## config.mk

```make
export PLATFORM = sky130hd
export DESIGN_NAME = supsw_ctrl
export DESIGN_NICKNAME = d
export VERILOG_FILES = /design/src/rtl/supsw_pkg.sv /design/src/rtl/supsw_deglitch.sv /design/src/rtl/supsw_rail_fsm.sv /design/src/rtl/supsw_pfail.sv /design/src/rtl/supsw_ctrl.sv
export SDC_FILE = /design/constraint.sdc
export NUM_CORES = 1
export LEC_CHECK = 0
export BUFFER_PORTS_ARGS = -buffer_cell sky130_fd_sc_hd__clkbuf_2
export CAP_MARGIN = 20
export CORE_UTILIZATION = 26
export DETAILED_ROUTE_END_ITERATION = 16
export GPL_ROUTABILITY_DRIVEN = 0
export PLACE_DENSITY = 0.44
export SYNTH_ARGS = -nofsm -noshare
export SYNTH_HDL_FRONTEND = slang
export SYNTH_SLANG_ARGS = --single-unit
```

## constraint.sdc

```tcl
create_clock -name clk -period 1.15 [get_ports clk]
set_clock_uncertainty 0.2 [all_clocks]
set_input_delay 0.0575 -clock clk [delete_from_list [all_inputs] [get_ports clk]]
set_output_delay 0.0575 -clock clk [all_outputs]
set_load 0.02 [all_outputs]
```

## src/rtl/supsw_pkg.sv

```systemverilog
package supsw_pkg;

    localparam int unsigned NUM_FLAGS = 4;

    // Bit order is fixed: the top packs raw inputs into this vector.
    typedef struct packed {
        logic above_rst;   // bit 3
        logic above_sw;    // bit 2
        logic bkp_high;    // bit 1
        logic pfi_ok;      // bit 0
    } flags_t;

    typedef enum logic {
        RAIL_BACKUP = 1'b0,
        RAIL_MAIN   = 1'b1
    } rail_e;

    function automatic logic want_backup(flags_t f);
        return (!f.above_sw) && f.bkp_high;
    endfunction

    function automatic logic want_main(flags_t f);
        return f.above_rst;
    endfunction

    function automatic logic power_good(flags_t f);
        return f.above_sw && f.pfi_ok;
    endfunction

endpackage

```

## src/rtl/supsw_deglitch.sv

```systemverilog
module supsw_deglitch #(
    parameter int unsigned STABLE_CYC = 4
) (
    input  logic clk,
    input  logic rst,
    input  logic raw_i,
    output logic filt_o
);
    localparam int unsigned CW = (STABLE_CYC < 2) ? 1 : $clog2(STABLE_CYC);
    localparam logic [CW-1:0] LAST = CW'(STABLE_CYC - 1);

    logic [CW-1:0] run_q;
    logic          filt_q;

    always_ff @(posedge clk) begin
        if (rst) begin
            run_q  <= '0;
            filt_q <= 1'b0;
        end else if (raw_i == filt_q) begin
            run_q <= '0;
        end else if (run_q == LAST) begin
            run_q  <= '0;
            filt_q <= raw_i;
        end else begin
            run_q <= run_q + 1'b1;
        end
    end

    assign filt_o = filt_q;

    AST_FILT_FOLLOWS_RAW: assert property (@(posedge clk) disable iff (rst)
        (filt_q != $past(filt_q)) |-> ($past(raw_i) == filt_q));

endmodule

```

## src/rtl/supsw_rail_fsm.sv

```systemverilog
module supsw_rail_fsm
    import supsw_pkg::*;
(
    input  logic   clk,
    input  logic   rst,
    input  flags_t flt_i,
    output rail_e  rail_o,
    output logic   tmr_start_o
);
    rail_e rail_q;
    logic  dwell_q;
    logic  start_q;

    always_ff @(posedge clk) begin
        if (rst) begin
            rail_q  <= RAIL_BACKUP;
            dwell_q <= 1'b0;
            start_q <= 1'b0;
        end else begin
            start_q <= 1'b0;
            dwell_q <= 1'b0;
            if (!dwell_q) begin
                case (rail_q)
                    RAIL_BACKUP: if (want_main(flt_i)) begin
                        rail_q  <= RAIL_MAIN;
                        dwell_q <= 1'b1;
                        start_q <= 1'b1;
                    end
                    RAIL_MAIN: if (want_backup(flt_i)) begin
                        rail_q  <= RAIL_BACKUP;
                        dwell_q <= 1'b1;
                    end
                    default: rail_q <= RAIL_BACKUP;
                endcase
            end
        end
    end

    assign rail_o      = rail_q;
    assign tmr_start_o = start_q;

    AST_LEAVE_NEEDS_BOTH: assert property (@(posedge clk) disable iff (rst)
        (rail_q == RAIL_BACKUP && $past(rail_q) == RAIL_MAIN)
            |-> (!$past(flt_i.above_sw) && $past(flt_i.bkp_high)));

    AST_HOLD_ABOVE_SW: assert property (@(posedge clk) disable iff (rst)
        (rail_q == RAIL_MAIN && flt_i.above_sw) |=> (rail_q == RAIL_MAIN));

    AST_RETURN_NEEDS_RST: assert property (@(posedge clk) disable iff (rst)
        (rail_q == RAIL_MAIN && $past(rail_q) == RAIL_BACKUP)
            |-> $past(flt_i.above_rst));

    AST_PULSE_ON_RETURN: assert property (@(posedge clk) disable iff (rst)
        start_q |-> (rail_q == RAIL_MAIN && $past(rail_q) == RAIL_BACKUP));

    AST_SELECT_DWELL: assert property (@(posedge clk) disable iff (rst)
        (rail_q != $past(rail_q)) |=> $stable(rail_q));

endmodule

```

## src/rtl/supsw_pfail.sv

```systemverilog
module supsw_pfail
    import supsw_pkg::*;
(
    input  logic   clk,
    input  logic   rst,
    input  flags_t flt_i,
    output logic   pf_n_o
);
    logic pf_q;

    always_ff @(posedge clk) begin
        if (rst) pf_q <= 1'b0;
        else     pf_q <= power_good(flt_i);
    end

    assign pf_n_o = pf_q;

    AST_PF_LOW: assert property (@(posedge clk) disable iff (rst)
        (!flt_i.above_sw || !flt_i.pfi_ok) |=> !pf_q);

    AST_PF_HIGH: assert property (@(posedge clk) disable iff (rst)
        (flt_i.above_sw && flt_i.pfi_ok) |=> pf_q);

endmodule

```

## src/rtl/supsw_ctrl.sv

```systemverilog
module supsw_ctrl
    import supsw_pkg::*;
#(
    parameter int unsigned STABLE_CYC = 4
) (
    input  logic clk,
    input  logic rst,
    input  logic cmp_above_rst_i,
    input  logic cmp_above_sw_i,
    input  logic cmp_bkp_gt_main_i,
    input  logic cmp_pfi_ok_i,
    output logic rail_sel_backup_o,
    output logic pwr_fail_n_o,
    output logic rst_timer_start_o
);
    logic [NUM_FLAGS-1:0] raw_v;
    logic [NUM_FLAGS-1:0] flt_v;
    flags_t               flt_s;
    rail_e                rail;

    assign raw_v = {cmp_above_rst_i, cmp_above_sw_i, cmp_bkp_gt_main_i, cmp_pfi_ok_i};

    for (genvar g = 0; g < NUM_FLAGS; g++) begin : g_flt
        supsw_deglitch #(.STABLE_CYC(STABLE_CYC)) u_dg (
            .clk    (clk),
            .rst    (rst),
            .raw_i  (raw_v[g]),
            .filt_o (flt_v[g])
        );
    end

    assign flt_s = flags_t'(flt_v);

    supsw_rail_fsm u_fsm (
        .clk         (clk),
        .rst         (rst),
        .flt_i       (flt_s),
        .rail_o      (rail),
        .tmr_start_o (rst_timer_start_o)
    );

    supsw_pfail u_pf (
        .clk    (clk),
        .rst    (rst),
        .flt_i  (flt_s),
        .pf_n_o (pwr_fail_n_o)
    );

    assign rail_sel_backup_o = (rail == RAIL_BACKUP);

    AST_RESET_STATE: assert property (@(posedge clk)
        $past(rst) |-> (rail_sel_backup_o && !pwr_fail_n_o && !rst_timer_start_o));

endmodule

```

=== Word level (Yosys, flattened, before mapping) ===
Index checks and enable logic that the tools add are counted.

* Add/sub/neg operators: 4
* Equality and inequality tests: 8
* Mux-type cells: 5
* Bitwise operators: 5
* Reductions and logical operators: 13

{| class="wikitable"
|+ Operators by type and width
! cell !! number
|-
| $reduce_or A3 Y1 || 5
|-
| $add A2 B1 Y2 const B || 4
|-
| $eq A2 B2 Y1 const B || 4
|-
| $reduce_and A2 Y1 || 4
|-
| $not A1 Y1 || 5
|-
| $eq A1 B1 Y1 || 4
|-
| $pmux W1 S2 || 2
|-
| $mux W1 || 3
|-
| $logic_and A1 B1 Y1 || 2
|-
| $reduce_or A2 Y1 || 1
|-
| $logic_not A1 Y1 || 1
|}

* Register bits: 16
* Output and inout bits: 3
* Word-level logic and storage cells: 47

=== Depth between registers and ports, before layout ===
* Depth in word-level cells: 4
* Depth in mapped cells: 3

=== Modules after synthesis ===
A second synthesis with hierarchy kept.

* Cell total of the unflattened synthesis: 50
* Area total of the unflattened synthesis: 620.6 um2

{| class="wikitable"
|+ Modules (own cells, without submodules)
! module !! times used !! cells an instance !! area each (um2) !! sequential area each (um2)
|-
| supsw_deglitch || 4 || 9 || 116.4 || 60.1
|-
| supsw_rail_fsm || 1 || 11 || 122.6 || 60.1
|-
| supsw_pfail || 1 || 2 || 28.8 || 20.0
|-
| supsw_ctrl || 1 || 1 || 3.8 || 0.0
|}

=== Least setup slack after synthesis ===
Ideal clock, no wire load.

* Kind: register to register
* Start: register g_flt[0].u_dg.run_q[0]
* End: register g_flt[0].u_dg.run_q[1]
* Library setup time: 96 ps
* Arrival time: 765 ps
* Data required time: 854 ps
* Slack: 89 ps
* Cell stages (with the launch flop): 3
* Path buffers: 0
* Clock period less this slack: 1061 ps
* Cell sequence: dfxtp_1 > ha_1 > nor4b_1

* Longest elaborated chain between the ends: 2

{| class="wikitable"
|+ Ends and longest elaborated chain
! what !! RTL line !! text
|-
| start, declared || supsw_deglitch.sv:12 || <nowiki>logic [CW-1:0] run_q;</nowiki>
|-
| start signal, assigned || supsw_deglitch.sv:25 || <nowiki>run_q <= run_q + 1'b1;</nowiki>
|-
| $eq A2 B2 Y1 || supsw_deglitch.sv:21 || <nowiki>end else if (run_q == LAST) begin</nowiki>
|-
| $reduce_or A3 Y1 (no line) || - ||
|}

Several ways; a longest one is shown, not always the timed one.
A chain may end at the register's enable or synchronous reset.

=== Worst setup path in the final report ===
* Start: register g_flt[1].u_dg.run_q[0]
* End: register g_flt[1].u_dg.filt_q

* Longest elaborated chain between the ends: 2

{| class="wikitable"
|+ Ends and longest elaborated chain
! what !! RTL line !! text
|-
| start, declared || supsw_deglitch.sv:12 ||
|-
| start signal, assigned || supsw_deglitch.sv:25 ||
|-
| $eq A2 B2 Y1 || supsw_deglitch.sv:21 ||
|-
| $reduce_and A2 Y1 (no line) || - ||
|-
| end signal, assigned || supsw_deglitch.sv:23 || <nowiki>filt_q <= raw_i;</nowiki>
|-
| end, declared || supsw_deglitch.sv:13 || <nowiki>logic filt_q;</nowiki>
|}

No other way between the ends.

==> impl_metrics.env <==
export IMPL_outcome="finished, violations left"
export IMPL_violations="negative hold slack"
export IMPL_die_h_um=50.1
export IMPL_maxCapViolations=0
export IMPL_rows=17
export IMPL_crit_fanout=3
export IMPL_cts_max_level=1
export IMPL_syn_inst=51
export IMPL_critical_path_class="flip-flop to flip-flop"
export IMPL_grt_usage=0.0907
export IMPL_power_frac_seq=0.566
export IMPL_cp_required_ps=1140
export IMPL_final_common_cell="dfxtp_1"
export IMPL_synthTopCellsByArea="dfxtp_1 (53%), ha_1 (8.3%), mux2i_1 (6.7%), xnor2_1 (5.8%), nor4b_2 (5.0%)"
export IMPL_syn_area_um2=602
export IMPL_fin_crit_sh=0.978
export IMPL_totalWireLength_mm=1.00
export IMPL_area_growth_pct=33.5
export IMPL_clockRootBuffer="clkbuf_4"
export IMPL_finalSetupViolCount=0
export IMPL_arrival_ps=1110
export IMPL_min_period_ps=1130
export IMPL_chipWidth_um=50.1
export IMPL_cts_buffer_depth=2
export IMPL_fin_tns_setup_ps=0
export IMPL_syn_num_nets=61
export IMPL_ir_drop_uv=501
export IMPL_final_cell_area_um2=803
export IMPL_ys_ff_latch=16
export IMPL_wl_per_cell_um=10.4
export IMPL_power_density_nw_per_um2=1280
export IMPL_clkPwrFrac=0.358
export IMPL_grt_pass1_vias=386
export IMPL_grtUsageMet1=0.0928
export IMPL_grt_max_degree=10
export IMPL_yosys_warnings=0
export IMPL_antenna_found_initial=0
export IMPL_viasPerCell=4.29
export IMPL_hpwl_um=685
export IMPL_globalRoute_busiestLayer="met2"
export IMPL_clock_latency_ps=280
export IMPL_portBuffers=8
export IMPL_ios=9
export IMPL_p_switching_uw=220
export IMPL_diodes=0
export IMPL_final_cell_mix="dfxtp_1 (13), clkbuf_2 (7), nor2_1 (6)"
export IMPL_p_leak_uw=0.000288
export IMPL_cts_sinks=16
export IMPL_worstMarginPinSlew_ps=272
export IMPL_drc=0
export IMPL_intPower_uw=808
export IMPL_dieArea_um2=2510
export IMPL_drive_above_1_share=0.382
export IMPL_endpoint_kind="flip-flop"
export IMPL_use_met2=0.144
export IMPL_drt_iter0_drc=5
export IMPL_postCtsHoldBufs=4
export IMPL_grt_overflow_total=0
export IMPL_vias=412
export IMPL_switching_share=0.214
export IMPL_layout_nets=79
export IMPL_hp_class="input port to flip-flop"
export IMPL_yosysSeqAreaShare=0.532
export IMPL_hold_viol_final=9
export IMPL_postLayoutCoreUtil=0.367
export IMPL_whs_ps=-144
export IMPL_start_util=0.275
export IMPL_fillers=223
export IMPL_tritoncts="built"
export IMPL_yosys_area_top_type_share=0.532
export IMPL_power_frac_comb=0.076
export IMPL_ys_types=17
export IMPL_fmax_ghz=0.889
export IMPL_drv_slew=0
export IMPL_post_cts_buffers=0
export IMPL_final_antenna_net_count=0
export IMPL_grt_util_met3=0.0463
export IMPL_maxSlewHeadroom=0.818
export IMPL_grt_pass1_wl_mm=1.61
export IMPL_dr_pass1_iters=4
export IMPL_synth_avg_cell_area_um2=11.8
export IMPL_synth_top_area_cell="dfxtp_1"
export IMPL_worst_setup_path_start_kind="flip-flop"
export IMPL_path_clk_slew_ps=90
export IMPL_core_um2=2190
export IMPL_cts_made_buffers=3
export IMPL_place_area_um2=681
-- worst paths after layout --
check	cells after the start	end	slack [ps]	start
worst min-delay path	2	u_pf.pf_n_o	-140	rst
worst max register to register	3	g_flt[1].u_dg.filt_o	20	g_flt[1].u_dg.run_q[0]
worst max-delay path	3	g_flt[1].u_dg.filt_o	20	g_flt[1].u_dg.run_q[0]
worst min register to register	1	g_flt[3].u_dg.run_q[0]	220	g_flt[3].u_dg.run_q[0]
-- cells in the mapped netlist, drive strengths merged --
library cell  instances
dfxtp                16
nor2                  6
ha                    4
mux2i                 4
nor4                  4
nor4b                 4
xnor2                 4
a21oi                 1
buf                   1
inv                   1
nand2                 1
nand3b                1
nor3b                 1
o32ai                 1
or2                   1
or2b                  1
-- cells by family after synthesis --
group / synth area share
compound gates: 0.0229
xor+xnor: 0.0582
fa+ha+maj: 0.0832
buf+inv: 0.0249
flops: 0.532
mux: 0.0665
simple gates: 0.212
-- power groups by stage --
stage                     Sequential [uW]  Combinational (uW)  Clock (uW)
after global placement                590                61.1           0
after detailed placement              590                62.0           0
after floorplan                       588                39.4           0
after global routing                  584                85.6         423
final                                 582                77.7         368
after CTS                             578                74.4         392
-- registers in the layout, indices dropped and copies added, names as in the netlist --
name / flops
g_flt.u_dg.run_q: 8
g_flt.u_dg.filt_o: 4
u_pf.pf_n_o: 1
u_fsm.tmr_start_o: 1
u_fsm.dwell_q: 1
u_fsm.rail_o: 1
-- metal layers --
layer / routed length, um / share of wire
met1: 483 / 0.48
met5: 0 / 0
met3: 33 / 0.033
met4: 23 / 0.023
met2: 460 / 0.46
-- final cells by class --
cell class | count | area [um2] | share of cell area
sequential | 16 | 324 | 0.403
tap | 28 | 35.0 | 0.0436
timing repair buffer | 14 | 95.1 | 0.118
inverter | 1 | 3.75 | 0.00467
multi-input combinational | 33 | 309 | 0.385
clock buffer | 4 | 36.3 | 0.0452
-- worst max-delay path: stages, from the launching register on --
cell	delay, ps
dfxtp_1	360
ha_2	220
mux2i_1	200
nor2_1	50
-- timing repair --
action | 4_1_cts | 5_1_grt
endpoints found under the setup margin | 2 | 9
pin swaps | 0 | 1
gates resized for setup | 2 | 10
endpoints found under the hold margin | 16 | 5
-- metrics by stage --
stage | worst slack (ps) | hold slack [ps] | instances | total power, uW
after floorplan | 89.3 | -68.3 | 51 | 628
after global placement | 32.8 | 117 | 88 | 651
after detailed placement | 11.9 | 137 | 88 | 652
after CTS | 6.07 | -146 | 96 | 1040
after global routing | -10.7 | -123 | 96 | 1090
final | 24.9 | -144 | 96 | 1030
(Power assumes the default switching activity.)
